`src/rtl/ap_pkg.sv`:
```
package ap_pkg;
  typedef enum logic [1:0] {
    ST_IDLE  = 2'd0,
    ST_START = 2'd1,
    ST_BITS  = 2'd2,
    ST_STOP  = 2'd3
  } ap_state_e;
endpackage

```
`src/rtl/ap_tick.sv`:
```
// Quarter-bit strobe: one pulse every CLK_DIV cycles while running.
module ap_tick #(
  parameter int CLK_DIV = 2
) (
  input  logic clk,
  input  logic rst,
  input  logic run_i,
  output logic tick_o
);
  localparam int CW = (CLK_DIV > 1) ? $clog2(CLK_DIV) : 1;
  logic [CW-1:0] cnt_q;

  assign tick_o = run_i && (cnt_q == CW'(CLK_DIV - 1));

  always_ff @(posedge clk) begin
    if (rst || !run_i || tick_o) cnt_q <= '0;
    else                         cnt_q <= cnt_q + 1'b1;
  end
endmodule

```
`src/rtl/ap_seq.sv`:
```
// Probe sequencer: START, 9 bit cells, STOP, repeated until ACK or limit.
module ap_seq
  import ap_pkg::*;
#(
  parameter int MAX_PROBES = 4,
  localparam int PW = $clog2(MAX_PROBES + 1)
) (
  input  logic            clk,
  input  logic            rst,
  input  logic            start_i,
  input  logic [6:0]      dev_addr_i,
  input  logic            sda_i,
  input  logic            tick_i,
  output ap_state_e       st_o,
  output logic [1:0]      qtr_o,
  output logic [3:0]      bitn_o,
  output logic [6:0]      addr_o,
  output logic [PW-1:0]   probes_o,
  output logic            done_o,
  output logic            timeout_o
);
  ap_state_e     st_q;
  logic [1:0]    qtr_q;
  logic [3:0]    bitn_q;
  logic [6:0]    addr_q;
  logic [PW-1:0] probes_q;
  logic          ack_q, done_q, tmo_q;

  always_ff @(posedge clk) begin
    if (rst) begin
      st_q     <= ST_IDLE;
      qtr_q    <= '0;
      bitn_q   <= '0;
      addr_q   <= '0;
      probes_q <= '0;
      ack_q    <= 1'b0;
      done_q   <= 1'b0;
      tmo_q    <= 1'b0;
    end else begin
      done_q <= 1'b0;
      if (st_q == ST_IDLE) begin
        if (start_i) begin
          st_q     <= ST_START;
          qtr_q    <= '0;
          probes_q <= '0;
          ack_q    <= 1'b0;
          addr_q   <= dev_addr_i;
          tmo_q    <= 1'b0;
        end
      end else if (tick_i) begin
        qtr_q <= qtr_q + 1'b1;
        if (st_q == ST_BITS && bitn_q == 4'd8 && qtr_q == 2'd2)
          ack_q <= !sda_i;
        if (qtr_q == 2'd3) begin
          unique case (st_q)
            ST_START: begin
              st_q   <= ST_BITS;
              bitn_q <= '0;
            end
            ST_BITS: begin
              if (bitn_q == 4'd8) st_q <= ST_STOP;
              else                bitn_q <= bitn_q + 1'b1;
            end
            ST_STOP: begin
              if (ack_q) begin
                st_q   <= ST_IDLE;
                done_q <= 1'b1;
              end else if (probes_q == PW'(MAX_PROBES - 1)) begin
                st_q  <= ST_IDLE;
                tmo_q <= 1'b1;
              end else begin
                probes_q <= probes_q + 1'b1;
                st_q     <= ST_START;
              end
            end
            default: st_q <= ST_IDLE;
          endcase
        end
      end
    end
  end

  assign st_o      = st_q;
  assign qtr_o     = qtr_q;
  assign bitn_o    = bitn_q;
  assign addr_o    = addr_q;
  assign probes_o  = probes_q;
  assign done_o    = done_q;
  assign timeout_o = tmo_q;
endmodule

```
`src/rtl/ap_drive.sv`:
```
// Line encoder: maps sequencer position to registered open-drain pulls.
module ap_drive
  import ap_pkg::*;
(
  input  logic       clk,
  input  logic       rst,
  input  ap_state_e  st_i,
  input  logic [1:0] qtr_i,
  input  logic [3:0] bitn_i,
  input  logic [6:0] addr_i,
  output logic       scl_oe_o,
  output logic       sda_oe_o
);
  logic       scl_d, sda_d, scl_q, sda_q;
  logic [7:0] frame;
  logic       bitval;

  assign frame  = {addr_i, 1'b0};
  assign bitval = frame[3'd7 - bitn_i[2:0]];

  always_comb begin
    scl_d = 1'b0;
    sda_d = sda_q;
    unique case (st_i)
      ST_IDLE:  begin scl_d = 1'b0; sda_d = 1'b0; end
      ST_START: begin scl_d = 1'b0; sda_d = (qtr_i >= 2'd2); end
      ST_BITS: begin
        scl_d = (qtr_i < 2'd2);
        if (qtr_i != 2'd0) sda_d = (bitn_i < 4'd8) && !bitval;
      end
      ST_STOP: begin
        scl_d = (qtr_i == 2'd0);
        if (qtr_i != 2'd0) sda_d = (qtr_i != 2'd3);
      end
      default: begin scl_d = 1'b0; sda_d = 1'b0; end
    endcase
  end

  always_ff @(posedge clk) begin
    if (rst) begin
      scl_q <= 1'b0;
      sda_q <= 1'b0;
    end else begin
      scl_q <= scl_d;
      sda_q <= sda_d;
    end
  end

  assign scl_oe_o = scl_q;
  assign sda_oe_o = sda_q;
endmodule

```
`src/rtl/ack_poll_ctrl.sv`:
```
module ack_poll_ctrl
  import ap_pkg::*;
#(
  parameter int CLK_DIV    = 2,
  parameter int MAX_PROBES = 4,
  localparam int PW = $clog2(MAX_PROBES + 1)
) (
  input  logic       clk,
  input  logic       rst,
  input  logic       start_i,
  input  logic [6:0] dev_addr_i,
  input  logic       sda_i,
  output logic       scl_oe_o,
  output logic       sda_oe_o,
  output logic       done_o,
  output logic       timeout_o
);
  ap_state_e     st;
  logic [1:0]    qtr;
  logic [3:0]    bitn;
  logic [6:0]    addr;
  logic [PW-1:0] probes;
  logic          tick;

  ap_tick #(.CLK_DIV(CLK_DIV)) u_tick (
    .clk(clk), .rst(rst), .run_i(st != ST_IDLE), .tick_o(tick)
  );

  ap_seq #(.MAX_PROBES(MAX_PROBES)) u_seq (
    .clk(clk), .rst(rst), .start_i(start_i), .dev_addr_i(dev_addr_i),
    .sda_i(sda_i), .tick_i(tick), .st_o(st), .qtr_o(qtr), .bitn_o(bitn),
    .addr_o(addr), .probes_o(probes), .done_o(done_o), .timeout_o(timeout_o)
  );

  ap_drive u_drv (
    .clk(clk), .rst(rst), .st_i(st), .qtr_i(qtr), .bitn_i(bitn),
    .addr_i(addr), .scl_oe_o(scl_oe_o), .sda_oe_o(sda_oe_o)
  );
endmodule

```
`config.mk`:
```
export PLATFORM = sky130hd
export DESIGN_NAME = ack_poll_ctrl
export DESIGN_NICKNAME = d
export VERILOG_FILES = /design/src/rtl/ap_pkg.sv /design/src/rtl/ap_tick.sv /design/src/rtl/ap_seq.sv /design/src/rtl/ap_drive.sv /design/src/rtl/ack_poll_ctrl.sv
export SDC_FILE = /design/constraint.sdc
export NUM_CORES = 1
export LEC_CHECK = 0
export ABC_AREA = 1
export BUFFER_PORTS_ARGS = -buffer_cell sky130_fd_sc_hd__buf_2
export CORE_UTILIZATION = 57
export DETAILED_ROUTE_END_ITERATION = 8
export GPL_TIMING_DRIVEN = 0
export PLACE_DENSITY = 0.77
export SETUP_SLACK_MARGIN = 0.4
export SLEW_MARGIN = 20
export SYNTH_ARGS = -nofsm -noshare
export SYNTH_HDL_FRONTEND = slang
export SYNTH_HIERARCHICAL = 1
export SYNTH_SLANG_ARGS = --single-unit
```
`constraint.sdc`:
```
create_clock -name clk -period 2.1 [get_ports clk]
set_clock_uncertainty 0.2 [all_clocks]
set_input_delay 0 -clock clk [delete_from_list [all_inputs] [get_ports clk]]
set_output_delay 0 -clock clk [all_outputs]
set_load 0.01 [all_outputs]
```
==> results by group <==
Critical path
  – Critical path class: flop to flop
  – CP required: 2.15 ns
  – Critical path endpoint category: flop
  – Worst Path Max Fanout: 6
  – CP Launch Type: flop
  – Data arrival, critical path: 1.66 ns

Global route
  – Pin count of the biggest net entering global routing: 13
  – Initial antenna violation count: 0
  – First-pass GRT wire length: 5150 um
  – Gr ovfl total: 0
  – Vias in the first global route: 1306
  – Tot GR Track Use: 25.6%

Logic synthesis
  – Combinational family with the most area after synthesis: simple AND/OR/NAND/NOR gates
  – FF+latch count, synth: 24
  – Ys flop type: dfxtp_1
  – Synthesis Warnings: 6
  – Post-Synth Adder-Cell Area: 8.71%
  – Post-synthesis sequential area ratio: 33.4%
  – Post-Synthesis Cells: 213
  – Mean Syn Cell Area: 6.74 um2
  – Area contributors post-synth: dfxtp_1 33%, nand2_1 11%, nor2_1 9.7%, inv_1 9.4%, ha_1 8.7%
  – Mux contribution to synthesized area: 0%
  – Syn_nets: 234
  – Post-synth top area share: 33.4%
  – Synth unique cells: 25
  – Ys async rst share: 0%
  – EDFF count, synth: 0
  – Synth Area in Simple Gates: 35.6%
  – Yosys top cell by area: dfxtp_1
  – Compound-Gate Fraction of Synth Area: 10.0%
  – Combined area of all synthesized cells: 1440 um2
  – Post-Synth XOR/XNOR Area: 0.610%

Clock tree
  – CTS Sinks: 24
  – CTS tree: done
  – Skew-Pair Late Insertion Delay: 0.31 ns
  – Root Driver: clkbuf_4
  – Cts bufs inserted: 3
  – Clk buf depth: 2
  – Worst-path clk slew: 0.13 ns
  – Htree depth: 1

Routing
  – Metal1 wirelength: 1400 um
  – WL met2: 1600 um
  – Drt first-iter violations: 44
  – First drt pass iteration count: 4
  – WL per Instance: 11.4 um
  – DRC: 0
  – DRT antenna net count: 0
  – Routed wire length: 3160 um
  – Number of vias per cell: 5.11
  – Metal3 WL: 79 um
  – Via count: 1420
  – Top Layer Used: met4

Power and ir drop
  – Static leakage: 0.811 nW
  – VDD IR-drop max: 0.000755 V
  – PD cells: 912 nW/um2

Placement
  – HPWL Detailed: 2190 um
  – Placed Instance Area: 1540 um2
  – PortBufs: 14
  – Placer Congestion: 0.865
  – Placed Instances: 255

Run
  – Max-cap violations: 0

Hold path
  – Hold crit path type: flop to flop

STA
  – Slew Viols, Final: 0
  – Final cycle utilization of the critical path: 76.5%
  – FMAX: 623 MHz
  – Clock period minus worst slack: 1.61 ns
  – Slew @ Worst Pin: 0.233 ns
  – Setup tns final: 0 ns
  – Relative slew slack: 84.3%
  – RSZ-0062 raised after global routing: yes
  – # setup viols final: 0
  – Final hold slack: 0.237 ns
  – Fin. Hold Viols: 0

Floorplan
  – Die area: 2720 um2
  – Row count: 17
  – Initial Utilization: 62.5%
  – Core Region: 2300 um2
  – Die H: 52.2 um
  – Chip width: 52.2 um
  – Top-Level Pins: 15

Layout
  – # nets final: 273
  – Fraction of layout cells with a size suffix above 1: 23.6%
  – Fill cell count: 186
  – Final instance area: 1770 um2
  – Final Util: 77.1%
  – Diodes inserted: 0
  – Area Growth Syn to Fin: 23.3%
  – Non-Filler Instances: 278

Outcome
  – Status: finished, final reports clean
-- through the flow --
step / power (mW) / setup WS, ns
floorplan: 1.11 / 0.438
global placement: 1.22 / 0.193
detailed placement: 1.25 / 0.151
CTS: 1.51 / 0.418
global route: 1.75 / 0.378
finish: 1.61 / 0.494
-- flip-flops by register name, summed over array words and instances (netlist names) --
register         count
u_drv/scl_oe_o       1
u_drv/sda_oe_o       1
u_seq/ack_q          1
u_seq/addr_o         7
u_seq/bitn_o         4
u_seq/done_o         1
u_seq/probes_o       3
u_seq/qtr_o          2
u_seq/st_o           2
u_seq/timeout_o      1
u_tick/cnt_q         1
-- final timing paths --
path / to / slack (ns) / from / depth (start not counted)
setup / recovery: u_seq/bitn_o[0] / 0.49 / u_seq/st_o[0] / 9
hold / removal: u_tick/cnt_q / 0.24 / u_tick/cnt_q / 1
setup reg to reg: u_seq/bitn_o[0] / 0.49 / u_seq/st_o[0] / 9
hold reg to reg: u_tick/cnt_q / 0.24 / u_tick/cnt_q / 1
-- critical path, stage by stage, from the launching register on --
cell	delay, ns
dfxtp_4	0.40
inv_1	0.04
nand2_1	0.09
nand2_1	0.07
inv_2	0.08
buf_4	0.12
nand3_4	0.10
nor2_4	0.19
nand3_1	0.11
a21oi_1	0.15
-- repair_timing --
action	in CTS	in global routing
pin swaps	0	4
resized for setup	9	6
buffers inserted	0	10
endpoints found under the hold margin	17	0
endpoints found under the setup margin	13	8
hold buffers	10	0
-- synth_stat cells, types with 2 or more instances --
library cell	count
inv_2	4
o21ai_0	13
or2_2	3
a21oi_1	9
ha_1	10
dfxtp_1	24
nor2_2	2
nand4_1	3
nand2_1	43
inv_1	36
nor2_1	37
a21oi_2	3
nand3_1	12
nand3_2	2
nand2_4	2
-- cells in the final DEF (no fill, tap or decap), types with 4 or more instances in the layout --
master / netlist / layout
dlygate4sd3_1: 0 / 10
ha_1: 10 / 9
nor2_2: 2 / 4
nand3_1: 12 / 12
buf_2: 1 / 15
nor2_1: 37 / 35
a21oi_1: 9 / 9
nand2_1: 43 / 43
inv_2: 4 / 4
dfxtp_1: 24 / 19
buf_4: 0 / 9
inv_1: 36 / 34
o21ai_0: 13 / 13
-- routing by layer --
layer / track usage [%] / vias up
li1: - / 737
met1: 28.9 / 646
met2: 46.6 / 29
met3: 2.90 / 8
met4: 13.2 / 0
met5: 0 / -
-- cell families (layout without fill, tap and decap cells) --
family	count (synthesis)	in the layout
AO/OA/AOI/OAI	26	26
buffers and inverters	42	79
adder cells (fa/ha/maj)	10	10
AND/OR/NAND/NOR	110	110
XOR/XNOR	1	1
flip-flops	24	24
-- where the power goes --
| group | internal (mW) | leakage [nW] | total (mW) | switching (mW) |
|---|---|---|---|---|
| Combinational | 0.350 | 0.598 | 0.809 | 0.460 |
| Sequential | 0.547 | 0.199 | 0.606 | 0.0591 |
| Clock | 0.0671 | 0.0138 | 0.199 | 0.132 |
| Total | 0.964 | 0.811 | 1.61 | 0.650 |
-- layout make-up --
type                    count  area [um2]  share of cell area (%)
well taps                  28        35.0                    1.98
multi-input cells         147         807                    45.6
inverters                  40         155                    8.76
repair buffers             34         243                    13.7
plain buffers               2        16.3                   0.919
flip-flops and latches     24         492                    27.8
clock buffers               3        22.5                    1.27
No activity file was read; power rests on OpenSTA's default activity.
